[config.mk]
export PLATFORM = sky130hd
export DESIGN_NAME = burst3_monitor
export DESIGN_NICKNAME = d
export VERILOG_FILES = /design/src/rtl/burst3_monitor.sv
export SDC_FILE = /design/constraint.sdc
export NUM_CORES = 1
export LEC_CHECK = 0
export BUFFER_PORTS_ARGS = -buffer_cell sky130_fd_sc_hd__buf_2
export CORE_AREA = 2 2 39 41
export CTS_CLUSTER_DIAMETER = 30
export DETAILED_ROUTE_END_ITERATION = 7
export DIE_AREA = 0 0 41 43
export GPL_TIMING_DRIVEN = 0
export PLACE_DENSITY = 0.72
export SYNTH_ARGS = -nofsm -noshare
export SYNTH_HDL_FRONTEND = slang
export SYNTH_SLANG_ARGS = --single-unit
[constraint.sdc]
create_clock -name clk -period 1.3 [get_ports clk]
set_clock_uncertainty 0.2 [all_clocks]
set_input_delay 0.195 -clock clk [delete_from_list [all_inputs] [get_ports clk]]
set_output_delay 0.195 -clock clk [all_outputs]
set_load 0.02 [all_outputs]
[src/rtl/burst3_monitor.sv]
module burst3_monitor #(
  parameter int CNT_W = 8
) (
  input  logic             clk,
  input  logic             rst_n,
  input  logic             in_vld,
  input  logic             out_vld,
  output logic             err_pulse,
  output logic             err_sticky,
  output logic [CNT_W-1:0] burst_cnt
);

  typedef enum logic [1:0] {IDLE, GOT1, GOT2} pos_t;

  pos_t pos;
  logic bad;

  logic in_burst, drop_err, out_want, out_err, last;

  assign in_burst  = (pos != IDLE);
  assign drop_err  = in_burst & ~in_vld;
  assign out_want  = in_vld & in_burst;
  assign out_err   = out_vld ^ out_want;
  assign last      = in_vld & (pos == GOT2);
  assign err_pulse = drop_err | out_err;

  always_ff @(posedge clk or negedge rst_n) begin
    if (!rst_n) begin
      pos        <= IDLE;
      bad        <= 1'b0;
      err_sticky <= 1'b0;
      burst_cnt  <= '0;
    end else begin
      if (!in_vld)            pos <= IDLE;
      else if (pos == IDLE)   pos <= GOT1;
      else if (pos == GOT1)   pos <= GOT2;
      else                    pos <= IDLE;

      if (in_vld && !last) bad <= out_err | (in_burst & bad);
      else                 bad <= 1'b0;

      if (last && !bad && !out_err) burst_cnt <= burst_cnt + 1'b1;

      if (err_pulse) err_sticky <= 1'b1;
    end
  end


  p_sticky_hold_r6: assert property (@(posedge clk) disable iff (!rst_n)
    err_sticky |=> err_sticky);
  p_sticky_set_r6: assert property (@(posedge clk) disable iff (!rst_n)
    err_pulse |=> err_sticky);

  p_cnt_step_r7: assert property (@(posedge clk) disable iff (!rst_n)
    (burst_cnt != $past(burst_cnt)) |-> (burst_cnt == CNT_W'($past(burst_cnt) + 1'b1)));

  p_cnt_needs_vld_r1: assert property (@(posedge clk) disable iff (!rst_n)
    (burst_cnt != $past(burst_cnt)) |-> ($past(in_vld) && !$past(err_pulse)));

  p_drop_flag_r2: assert property (@(posedge clk) disable iff (!rst_n)
    (in_burst && !in_vld) |-> err_pulse);

  p_out_early_r4: assert property (@(posedge clk) disable iff (!rst_n)
    (!in_burst && out_vld) |-> err_pulse);

endmodule

==> After elaboration in Yosys (flattened, before gate mapping) <==
Index checks and enable logic that the tools add are counted.
Widths: inputs -> output; s select.
{ "totals": {"regBits": 12, "input_bits": 4, "word_cells": 27, "output_inout_bits": 10} }
{ "classes": {"addsub": 1, "muxes": 4, "bitwise": 8, "eq_ne": 2, "reduce_logical": 8} }
{ "ops": {"columns": ["cell", "n"], "rows": [
  ["$add 8x1->8 const B", 1],
  ["$mux 2", 3],
  ["$and 1x1->1", 4],
  ["$logic_and 1x1->1", 3],
  ["$logic_not 1->1", 3],
  ["$eq 2x1->1 const B", 1],
  ["$eq 2x2->1 const B", 1],
  ["$logic_not 2->1", 1],
  ["$or 1x1->1", 2],
  ["$reduce_bool 2->1", 1],
  ["$mux 1", 1],
  ["$not 1->1", 1],
  ["$xor 1x1->1", 1]
]} }

==> Logic depth before layout (Yosys ltp) <==
{ "logic_depth": {"ltp_word": 5, "depth_mapped": 4, "depth_no_buf": 4} }

==> Worst setup path after synthesis <==
No wires, ideal clock.
{ "synth_timing": {"path_kind": "register -> register", "from": "reg pos[0]", "to": "reg err_sticky", "t_required_ns": 0.976, "path_slack_ns": -0.182, "period_less_slack_ns": 1.482, "t_arrival_ns": 1.158, "n_path_buf": 0, "stages_incl_launch_ff": 4, "setup_time_ns": 0.124, "cell_sequence": "dfrtp_1 nor2_1 mux2_2 or2_1"} }
{ "synth_between": {"elab_chain_cells": 4, "elab_cells_between_ends": 5, "cone_classes": "bitwise: 4; reduce/logical: 1"} }
{ "synth_rtl": {"columns": ["item", "line_no", "rtl"], "rows": [
  ["start: declaration", "15", "pos_t pos;"],
  ["start signal: assignment", "29", "pos <= IDLE;"],
  ["start signal: assignment", "34", "if (!in_vld) pos <= IDLE;"],
  ["start signal: assignment", "35", "else if (pos == IDLE) pos <= GOT1;"],
  ["$reduce_bool 2->1 *", "20", "assign in_burst = (pos != IDLE);"],
  ["$and 1x1->1", "22", "assign out_want = in_vld & in_burst;"],
  ["$xor 1x1->1", "23", "assign out_err = out_vld ^ out_want;"],
  ["$or 1x1->1 *", "25", "assign err_pulse = drop_err | out_err;"],
  ["named net err_pulse", "8", "output logic err_pulse,"],
  ["end signal: assignment", "31", "err_sticky <= 1'b0;"],
  ["end signal: assignment", "44", "if (err_pulse) err_sticky <= 1'b1;"],
  ["end: declaration", "9", "output logic err_sticky,"]
]} }
Mark *: on every way through the listed nets, which the timed path passes. The rest lies on a longest branch.
A chain may end at the register's enable or synchronous reset.

==> Final worst setup path <==
{ "layout_timing": {"from": "reg pos[0]", "to": "out err_pulse"} }
{ "layout_between": {"elab_chain_cells": 4, "elab_cells_between_ends": 5, "cone_classes": "bitwise: 4; reduce/logical: 1"} }
{ "layout_rtl": {"columns": ["item", "line_no"], "rows": [
  ["$reduce_bool 2->1 *", "20"],
  ["$and 1x1->1", "22"],
  ["$xor 1x1->1", "23"],
  ["$or 1x1->1 *", "25"],
  ["end: declaration", "8"]
]} }
Mark *: on every way between the ends. The rest lies on a longest branch, timed or not.

==> metrics.md <==
| Metric | Value |
|---|---|
| Fraction of registers with async set or reset after synthesis | `100%` |
| Final Slew Violations | `0` |
| Library cell used as clock root buffer | `clkbuf_4` |
| Netlist area before placement | `about 550 µm²` |
| Predominant post-synthesis flop cell | `dfrtp_1` |
| Slew Limit Headroom | `around 80%` |
| R2r setup slk | `-0.17 ns` |
| Number of standard-cell rows in the floorplan | `14` |
| First-pass GRT wire length | `1650 µm` |
| Ys Warns | `0` |
| Finish-stage setup viols | `9` |
| Hold-critical path depth | `2` |
| Worst Hold Margin | `0.0266 ns` |
| Placeable core region | `between 1000 and 1500 µm²` |
| Startpoint of the most critical hold path | `in_vld` |
| Count of flip-flops with a built-in enable after synthesis | `0` |
| Least setup slack across all paths after layout | `-0.345 ns` |
| R2r endpoint | `err_sticky` |
| Unrepaired setup endpoints after global routing | `true` |
| Leakage power total | `between 0.4 and 0.5 nW` |
| Worst setup slack after placement | `-0.179 ns` |
| Clock tree from TritonCTS | `built` |
| Run status | `complete, but fails checks` |
| Number of max-cap violations | `0` |
| Instance area at placement | `641 µm²` |
| Crit Path Category | `reg2out` |
| Critical-path cell list | `nor2_2 > mux2_4 > buf_6` |
| # IOs | `14` |
| Largest stage delay on the critical path | `around 0.39 ns` |
| Power density cells | `between 1000 and 1500 nW/µm²` |
| Minimum period implied by the final worst setup slack | `between 1.5 and 2 ns` |
| Sinks on Clock Net | `12` |
| Die Height | `~43 µm` |
| Number of nets in the synthesized netlist | `51` |
| Classification of the worst-slack hold path | `in2reg` |
| Number of distinct library cell variants in the gate-level netlist after synthesis | `20` |
| Final ANT Viol Nets | `0` |
| CP endpoint kind | `primary output` |
| Layout cell share with drive strength beyond 1 | `a little over half` |
| Initial antenna violation count | `0` |
| Number of remaining DRC errors | `0` |
| Data arrival at the endpoint of the critical path | `about 1.3 ns` |
| Area grow syn2layout | `47.8%` |
| Maximum number of pins on one net before global-route repair | `13` |
| Required time at the worst-slack endpoint | `about 0.9 ns` |
| Horiz. Die Dim | `just over 40 µm` |
| Post-route cell area | `~810 µm²` |
| Slowest library cell on the worst path | `dfrtp_1` |
| Starting Density | `between 30 and 40%` |
| Maximum clock frequency | `608 MHz` |
| Synthesized area per cell | `roughly 12 µm²` |
| Maximum resistive drop on vdd | `around 0.9 mV` |
| Violated checks | `setup timing` |
| Total routing usage reported by global routing | `between 10% and 20%` |
| Clock transition at the register clock pins on the worst setup and hold paths after CTS | `around 0.070 ns` |
| Fin nets | `79` |
| Number of global-route vias before repair | `396` |
| Routability congestion estimate from global placement | `roughly 0.7` |
| Highest fanout seen on the critical path | `2` |
| Total power of the final layout | `between 0.0009 and 0.001 W` |
| Hold Vio Cnt, Final | `0` |
| Util after Layout | `roughly 58%` |
| Bufs on Longest Clock Path | `2` |
| Half-perimeter wire length of the detailed placement result | `between 600 and 700 µm` |
| Via-per-instance ratio | `about 4.7` |
| Later-pin clock latency in the skew report | `roughly 0.27 ns` |
| Total grt overflow | `0` |
| Share of synthesized area occupied by flip-flops and latches | `between 50% and 60%` |
| Iteration-0 DRC count of the detailed router | `4` |
| Launch point of the worst reg-to-reg path | `pos[0]` |
| R2r worst-path depth | `4` |
| Number of instances in the synthesized netlist | `46` |
| Cts bufs inserted | `3` |
| Aggregate routed wire length | `approximately 1000 µm` |
| Transition at the pin with the smallest max-transition slack | `0.269 ns` |
| Vias after detailed routing | `420` |
| Port Buffers | `13` |
| Worst-case hold path end point | `bad` |
| H-Tree Level Count | `1` |
| Detailed Routing Iterations Pass 1 | `2` |
| Period utilisation layout | `127%` |
| Critical Path Start Type | `flop` |
| Total of flip-flops plus latches after synthesis | `12` |
| Die Area | `1760 µm²` |
| Final antenna diode count | `0` |
| Drt wl/cell | `about 11 µm` |
==> worst max-delay path, delay by kind of cell, from the launching register on <==
family / cells / cell delay [ns]
flops: 1 / 0.39
mux: 1 / 0.32
simple gates: 1 / 0.15
buf+inv: 1 / 0.13
==> worst max-delay path by stage <==
stage | startpoint | end | cells past startpoint
after floorplan | pos[0] | err_sticky | 3
after CTS | pos[1] | err_pulse | 3
after global routing | pos[0] | err_pulse | 3
after detailed placement | pos[1] | burst_cnt[1] | 3
after global placement | pos[1] | burst_cnt[1] | 3
final | pos[0] | err_pulse | 3
==> synthesized netlist by cell type (all sizes together) (2+ instances only) <==
cell	count	share of area [%]
dfrtp	12	55
inv	3	2.1
mux2	2	4.1
nand2	3	2.1
nor2	3	2.1
nor3	4	3.7
xnor2	2	3.2
xor2	5	8.0
==> through the flow <==
| step | cells | TNS [ns] |
|---|---|---|
| floorplan | 46 | -0.214 |
| global placement | 75 | -0.493 |
| detailed placement | 75 | -0.670 |
| CTS | 84 | -1.12 |
| global route | 89 | -2.00 |
| finish | 89 | -1.27 |
==> timing repair <==
item | 4_1_cts | 5_1_grt
hold buffers | 1 | 0
buffers inserted | 4 | 6
setup endpoints to repair | 9 | 12
hold endpoints to repair | 12 | 0
pin swaps | 8 | 5
resized for setup | 8 | 5
==> kinds of logic after synthesis <==
kind of cell / Yosys count / synth area share (%)
buf+inv: 3 / 2.06
xor+xnor: 7 / 11.2
mux: 2 / 4.12
fa+ha+maj: 1 / 2.29
simple gates: 19 / 23.1
flops: 12 / 54.9
compound gates: 2 / 2.29
==> sequential cells by signal, summed over array words and instances, names as in the netlist <==
name,cells
bad,1
burst_cnt,8
err_sticky,1
pos,2
==> cell type report <==
type / instances / area (µm²)
multi-input cells: 31 / 285
inverters: 3 / 11.3
repair buffers: 23 / 153
flip-flops and latches: 12 / 303
well taps: 16 / 20.0
fillers: 118 / 576
clock buffers: 4 / 36.3
==> per-layer routing <==
layer / vias up / wire length (µm) / global-route usage [%]
met5: - / 0 / 0
met4: 0 / 0 / 6.00
met3: 0 / 71 / 9.42
met2: 12 / 526 / 20.6
met1: 197 / 399 / 16.8
li1: 211 / - / -
==> where the power goes <==
group / total [W] / leakage, nW / switching [W] / internal (W)
logic: 0.000246 / 0.258 / 0.000136 / 0.000110
clock network: 0.000292 / 0.0210 / 0.000122 / 0.000170
registers: 0.000454 / 0.144 / 0.0000366 / 0.000418
==> layout by cell type (no fill, tap or decap), types with 2 or more instances in the layout <==
| master | count |
|---|---|
| xor2_1 | 5 |
| nor3_2 | 3 |
| inv_1 | 3 |
| buf_2 | 12 |
| nand2_1 | 3 |
| xnor2_1 | 2 |
| dfrtp_1 | 10 |
| buf_4 | 8 |
| clkbuf_4 | 3 |
| nor2_2 | 2 |
| dfrtp_2 | 2 |
| buf_6 | 2 |
Power figures use the tool's default switching activity.
